[config.mk]
export PLATFORM = sky130hd
export DESIGN_NAME = shadow_cfg_bank
export DESIGN_NICKNAME = d
export VERILOG_FILES = /design/src/rtl/cfg_bank_pkg.sv /design/src/rtl/cfg_unlock_tracker.sv /design/src/rtl/cfg_soft_reset_decode.sv /design/src/rtl/cfg_shadow_slot.sv /design/src/rtl/shadow_cfg_bank.sv
export SDC_FILE = /design/constraint.sdc
export NUM_CORES = 1
export LEC_CHECK = 0
export BUFFER_PORTS_ARGS = -buffer_cell sky130_fd_sc_hd__buf_2
export CORE_ASPECT_RATIO = 0.6
export CORE_MARGIN = 3
export CORE_UTILIZATION = 45
export CTS_CLUSTER_SIZE = 10
export DETAILED_ROUTE_END_ITERATION = 10
export PLACE_DENSITY_LB_ADDON = 0.2
export SYNTH_ARGS = -nofsm -noshare
export SYNTH_HDL_FRONTEND = slang
export SYNTH_SLANG_ARGS = --single-unit
[constraint.sdc]
create_clock -name clk -period 3.94 [get_ports clk]
set_input_delay 0.197 -clock clk [delete_from_list [all_inputs] [get_ports clk]]
set_output_delay 0.197 -clock clk [all_outputs]
set_load 0.01 [all_outputs]
[src/rtl/cfg_bank_pkg.sv]
package cfg_bank_pkg;
   localparam int unsigned BANK_ADDR_W   = 8;
   localparam int unsigned BANK_DATA_W   = 8;
   localparam int unsigned KEY_REG_ADDR  = 'h3A;
   localparam int unsigned KEY_VALUE     = 'h35;
   localparam int unsigned CMD_REG_ADDR  = 'h3C;
   localparam int unsigned CMD_RESET_VAL = 'hA5;
   localparam int unsigned DEVID_ADDR    = 'h3B;
   localparam int unsigned PROT_BASE     = 'h40;

   typedef enum logic {
      LOCKED = 1'b0,
      ARMED  = 1'b1
   } unlock_state_e;
endpackage

[src/rtl/cfg_unlock_tracker.sv]
module cfg_unlock_tracker
   import cfg_bank_pkg::*;
#(
   parameter int unsigned ADDR_W  = 8,
   parameter int unsigned DATA_W  = 8,
   parameter int unsigned KEY_ADR = 'h3A,
   parameter int unsigned KEY_VAL = 'h35
) (
   input  logic              clk,
   input  logic              rst_n,
   input  logic              wr_en,
   input  logic [ADDR_W-1:0] wr_addr,
   input  logic [DATA_W-1:0] wr_data,
   output logic              armed
);
   localparam logic [ADDR_W-1:0] KEY_A = ADDR_W'(KEY_ADR);
   localparam logic [DATA_W-1:0] KEY_D = DATA_W'(KEY_VAL);

   unlock_state_e state_q;
   logic          key_hit;

   assign key_hit = wr_en && (wr_addr == KEY_A) && (wr_data == KEY_D);

   always_ff @(posedge clk) begin
      if (!rst_n)     state_q <= LOCKED;
      else if (wr_en) state_q <= key_hit ? ARMED : LOCKED;
   end

   assign armed = (state_q == ARMED);

   // any non-key write leaves the bank disarmed
   p_disarm_on_other_r5: assert property (@(posedge clk) disable iff (!rst_n)
      (wr_en && !(wr_addr == KEY_A && wr_data == KEY_D)) |=> !armed);
   // a key write arms the bank
   p_arm_on_key_r3: assert property (@(posedge clk) disable iff (!rst_n)
      (wr_en && wr_addr == KEY_A && wr_data == KEY_D) |=> armed);
endmodule

[src/rtl/cfg_soft_reset_decode.sv]
module cfg_soft_reset_decode #(
   parameter int unsigned ADDR_W     = 8,
   parameter int unsigned DATA_W     = 8,
   parameter int unsigned CMD_ADR    = 'h3C,
   parameter int unsigned CMD_VAL    = 'hA5,
   parameter bit          SRST_ENABLE = 1'b1
) (
   input  logic              wr_en,
   input  logic [ADDR_W-1:0] wr_addr,
   input  logic [DATA_W-1:0] wr_data,
   output logic              soft_rst
);
   localparam logic [ADDR_W-1:0] CMD_A = ADDR_W'(CMD_ADR);
   localparam logic [DATA_W-1:0] CMD_D = DATA_W'(CMD_VAL);

   generate
      if (SRST_ENABLE) begin : g_decode
         assign soft_rst = wr_en && (wr_addr == CMD_A) && (wr_data == CMD_D);
      end else begin : g_none
         assign soft_rst = 1'b0;
      end
   endgenerate
endmodule

[src/rtl/cfg_shadow_slot.sv]
module cfg_shadow_slot #(
   parameter int unsigned DATA_W = 8
) (
   input  logic              clk,
   input  logic              rst_n,
   input  logic              reload,
   input  logic              wr_accept,
   input  logic [DATA_W-1:0] wr_data,
   input  logic [DATA_W-1:0] dflt,
   output logic [DATA_W-1:0] q
);
   always_ff @(posedge clk) begin
      if (!rst_n || reload) q <= dflt;
      else if (wr_accept)   q <= wr_data;
   end

   // a reload takes the default present at that edge
   p_reload_value_r6: assert property (@(posedge clk) disable iff (!rst_n)
      reload |=> (q == $past(dflt)));
   // with no reload and no accepted write, the working copy holds
   p_hold_idle_r2: assert property (@(posedge clk) disable iff (!rst_n)
      (!reload && !wr_accept) |=> $stable(q));
endmodule

[src/rtl/shadow_cfg_bank.sv]
module shadow_cfg_bank
   import cfg_bank_pkg::*;
#(
   parameter int unsigned ADDR_W      = BANK_ADDR_W,
   parameter int unsigned DATA_W      = BANK_DATA_W,
   parameter int unsigned NUM_PROT    = 2,
   parameter int unsigned BASE_ADR    = PROT_BASE,
   parameter int unsigned DEV_ADR     = DEVID_ADDR,
   parameter int unsigned KEY_ADR     = KEY_REG_ADDR,
   parameter int unsigned KEY_VAL     = KEY_VALUE,
   parameter int unsigned CMD_ADR     = CMD_REG_ADDR,
   parameter int unsigned CMD_VAL     = CMD_RESET_VAL,
   parameter bit          SRST_ENABLE = 1'b1
) (
   input  logic                         clk,
   input  logic                         rst_n,
   input  logic                         wr_en,
   input  logic [ADDR_W-1:0]            wr_addr,
   input  logic [DATA_W-1:0]            wr_data,
   input  logic [ADDR_W-1:0]            rd_addr,
   output logic [DATA_W-1:0]            rd_data,
   input  logic [NUM_PROT*DATA_W-1:0]   dflt_in,
   output logic [NUM_PROT*DATA_W-1:0]   cfg_q,
   output logic [DATA_W-1:0]            dev_addr
);
   localparam int unsigned      TOP_ADR = BASE_ADR + NUM_PROT - 1;
   localparam logic [ADDR_W-1:0] DEV_A  = ADDR_W'(DEV_ADR);

   // elaboration-time parameter checks
   generate
      if (NUM_PROT < 1) begin : g_bad_count
         $error("NUM_PROT must be at least 1");
      end
      if (TOP_ADR >= (1 << ADDR_W)) begin : g_bad_range
         $error("protected range exceeds address space");
      end
      if ((KEY_ADR >= BASE_ADR && KEY_ADR <= TOP_ADR) ||
          (CMD_ADR >= BASE_ADR && CMD_ADR <= TOP_ADR) ||
          (DEV_ADR >= BASE_ADR && DEV_ADR <= TOP_ADR) ||
          KEY_ADR == CMD_ADR || KEY_ADR == DEV_ADR || CMD_ADR == DEV_ADR) begin : g_bad_map
         $error("register addresses overlap");
      end
   endgenerate

   logic                armed;
   logic                soft_rst;
   logic                prot_hit;
   logic [NUM_PROT-1:0] slot_hit;

   cfg_unlock_tracker #(
      .ADDR_W (ADDR_W), .DATA_W (DATA_W),
      .KEY_ADR(KEY_ADR), .KEY_VAL(KEY_VAL)
   ) i_unlock (
      .clk(clk), .rst_n(rst_n), .wr_en(wr_en),
      .wr_addr(wr_addr), .wr_data(wr_data), .armed(armed)
   );

   cfg_soft_reset_decode #(
      .ADDR_W(ADDR_W), .DATA_W(DATA_W),
      .CMD_ADR(CMD_ADR), .CMD_VAL(CMD_VAL), .SRST_ENABLE(SRST_ENABLE)
   ) i_srst (
      .wr_en(wr_en), .wr_addr(wr_addr), .wr_data(wr_data), .soft_rst(soft_rst)
   );

   generate
      for (genvar i = 0; i < NUM_PROT; i++) begin : g_slot
         localparam logic [ADDR_W-1:0] SLOT_A = ADDR_W'(BASE_ADR + i);
         assign slot_hit[i] = wr_en && (wr_addr == SLOT_A);
         cfg_shadow_slot #(.DATA_W(DATA_W)) i_slot (
            .clk      (clk),
            .rst_n    (rst_n),
            .reload   (soft_rst),
            .wr_accept(slot_hit[i] && armed),
            .wr_data  (wr_data),
            .dflt     (dflt_in[i*DATA_W +: DATA_W]),
            .q        (cfg_q[i*DATA_W +: DATA_W])
         );
      end
   endgenerate

   assign prot_hit = |slot_hit;

   cfg_shadow_slot #(.DATA_W(DATA_W)) i_devid (
      .clk      (clk),
      .rst_n    (rst_n),
      .reload   (soft_rst),
      .wr_accept(wr_en && (wr_addr == DEV_A)),
      .wr_data  (wr_data),
      .dflt     ('0),
      .q        (dev_addr)
   );

   always_comb begin
      rd_data = '0;
      if (rd_addr == DEV_A) rd_data = dev_addr;
      for (int k = 0; k < NUM_PROT; k++) begin
         if (rd_addr == ADDR_W'(BASE_ADR + k)) rd_data = cfg_q[k*DATA_W +: DATA_W];
      end
   end

   // an unarmed protected write is dropped
   p_locked_drop_r4: assert property (@(posedge clk) disable iff (!rst_n)
      (prot_hit && !armed) |=> $stable(cfg_q));
   // the software reset command clears the device address
   p_srst_devaddr_r6: assert property (@(posedge clk) disable iff (!rst_n)
      soft_rst |=> (dev_addr == '0));
   // after a software reset the bank is disarmed
   p_srst_disarm_r6: assert property (@(posedge clk) disable iff (!rst_n)
      soft_rst |=> !armed);
endmodule

==> impl_metrics.yaml <==
logic_synthesis:
  ys_ff_latch: 25
  yosysMostFrequentCell: "edfxtp_1"
  synth_area_leaders: "edfxtp_1 (37%), dfxtp_1 (14%), mux2i_1 (6.1%)"
  async_flop_share_pct: 0
  synth_commonest_cells: "edfxtp_1 (16), nand2_1 (12), nor2_1 (10)"
  synthCells: 119
  yosys_warnings: 0
  synth_fp_nets: 162
  syn_area_per_cell_sq_um: 11.0
  ys.flop_type: "edfxtp_1"
  yosys.area.top_type_share_pct: 36.6
  ys_seq_area_share_pct: 50.3
  synth_edf_count: 16
  ys_types: 35
  yosys.area.top_type: "edfxtp_1"
  synth_area_sq_um: 1310
critical_path:
  path_max_fanout: 24
  setup.worst_path.class: "primary input to flop"
  crit_path_start_kind: "primary input"
  r2r_setup_slack_ns: 2.20
  ff2ff_path_depth: 4
  worstPathArrival_ns: 2.21
  r2r_end: "g_slot[0].i_slot.q[7]"
  cp.required_ns: 3.84
  crit_path_end_kind: "flop"
  r2r-start: "i_unlock.armed"
sta:
  finalHoldViolCount: 0
  setup_viol: 0
  worst_pin_slew_ns: 0.888
  fin_crit_sh_pct: 58.6
  skew_ns: 0.00348
  maxSlewViolCount: 0
  fin_setup_tns_ns: 0
  rsz0062_at_grt: "no"
  fin_ws_ns: 1.63
  slew_headroom_pct: 40.5
  finalCriticalPeriod_ns: 2.31
  fmax_mhz: 433
finish:
  nNetsFinal: 236
  seqCellArea_sq_um: 661
  fillers: 221
  multi_input_area_sq_um: 603
  area_growth_pct: 33.5
  layout-drive-gt1-share_pct: 45.3
  diodes: 0
grt:
  grt_pass1_wl_mm: 5.78
  grt_antenna_before_repair: 0
  first_global_vias: 1154
  track_usage_pct: 22.6
  overflow: 0
  grt_max_degree: 25
clock_network:
  insertion_delay_ns: 0.27
  post_cts_buffers: 0
  clkTransAtPathRegs_ns: 0.08
  cts.sinks: 25
  cts_tree: "yes"
  cts_made_buffers: 3
  clockBufferDepth: 2
  clockRootBuffer: "clkbuf_8"
  htreeDepth: 1
  post_cts_resized: 0
  holdBufCountCts: 0
floorplan:
  die_h_um: 47.8
  die_x_um: 75.7
  dieArea_sq_um: 3620
  ioPinCount: 75
  start_util_pct: 49.6
  core_area_sq_um: 2650
  num_rows: 14
power_and_ir_drop:
  power_density_nw_per_um2: 312
  p_leak_uw: 0.000769
  ir_drop_mv: 0.133
drt:
  drt-total-wl_mm: 3.82
  drt-initial-drc-count: 145
  ant_nets: 0
  dr.pass1.iters: 4
  drc: 0
  post_drt_wl_per_cell_um: 16.5
  vias: 1266
  viasPerCell: 5.46
worst_hold_path:
  min_delay_path_depth: 2
  hold_path.class: "primary input to flop"
  holdCritStartpoint: "dflt_in[6]"
  hold_end: "g_slot[0].i_slot.q[6]"
placed_design:
  portBuffers: 74
  place_congestion: 0.858
  dpl.hpwl_mm: 3.03
  place_ws_ns: 1.35
flow_run:
  cap_violations: 0
outcome:
  status: "completed"
## critical path: stages
cell,delay [ns]
buf_2,0.13
or3b_1,0.38
or4_4,0.46
o21ai_4,0.56
o21bai_1,0.48
## where the power goes
group / leakage (uW) / switching (uW) / internal [uW] / total, uW
clock network: 0.0000228 / 79.3 / 72.4 / 152
logic: 0.000517 / 44.4 / 43.8 / 88.2
registers: 0.000229 / 8.60 / 297 / 306
total: 0.000769 / 132 / 413 / 546
## stage by stage
| step | utilization, % | area [sq um] | instances | power (uW) | hold slack (ns) |
|---|---|---|---|---|---|
| 3_3_place_gp | 64.5 | 1710 | 228 | 396 | 0.482 |
| 4_1_cts | 66.2 | 1750 | 232 | 549 | 0.202 |
| 6_report | 66.2 | 1750 | 232 | 546 | 0.209 |
| 3_5_place_dp | 64.5 | 1710 | 228 | 399 | 0.485 |
| 5_1_grt | 66.2 | 1750 | 232 | 565 | 0.206 |
| 2_1_floorplan | - | 1310 | 119 | 351 | 0.344 |
## logic make-up (layout without fill, tap and decap cells)
family                 after synthesis  count (layout)  share of synthesized area, %
DFF                                 25              25                          50.3
buffers and inverters               10              83                          3.72
and+or+nand+nor                     39              39                          16.4
AOI/OAI and AO/OA                   31              31                          17.7
muxes                               14              14                          11.8
## state kept, by name (all words and copies together), names as in the netlist
register         cells
g_slot.i_slot.q     16
i_devid.q            8
i_unlock.armed       1
## cell type report
class	instances	share of cell area, %
Clock buffer	4	2.57
Inverter	4	0.857
Multi-Input combinational cell	84	34.4
Sequential cell	25	37.7
Tap cell	40	2.86
Timing Repair Buffer	75	21.6
## metal layers
metal	GRT usage (%)	part of all wire, %	vias up
li1	-	-	601
met1	32.3	45	586
met2	34.8	45	75
met3	5.45	9.8	4
met4	5.92	0.89	0
met5	0	0	-
## worst max path at each step
stage / from / to / slack [ns] / depth (start not counted)
5_1_grt: wr_data[1] / g_slot[0].i_slot.q[7] / 1.50 / 5
2_1_floorplan: wr_data[1] / g_slot[1].i_slot.q[0] / 1.88 / 5
3_5_place_dp: wr_data[1] / g_slot[0].i_slot.q[1] / 1.35 / 5
3_3_place_gp: wr_data[1] / g_slot[1].i_slot.q[3] / 1.42 / 5
6_report: wr_data[1] / g_slot[0].i_slot.q[7] / 1.63 / 5
4_1_cts: wr_data[1] / g_slot[0].i_slot.q[7] / 1.63 / 5
## placed cells by master (no fill, tap or decap), types with 8 or more instances in the layout
master,n
a22o_1,8
a2bb2oi_1,8
buf_2,74
dfxtp_1,9
edfxtp_1,16
mux2i_1,8
nand2_1,12
nor2_1,10
o21ai_0,9
Note: power is estimated with default switching activity, not from simulation.
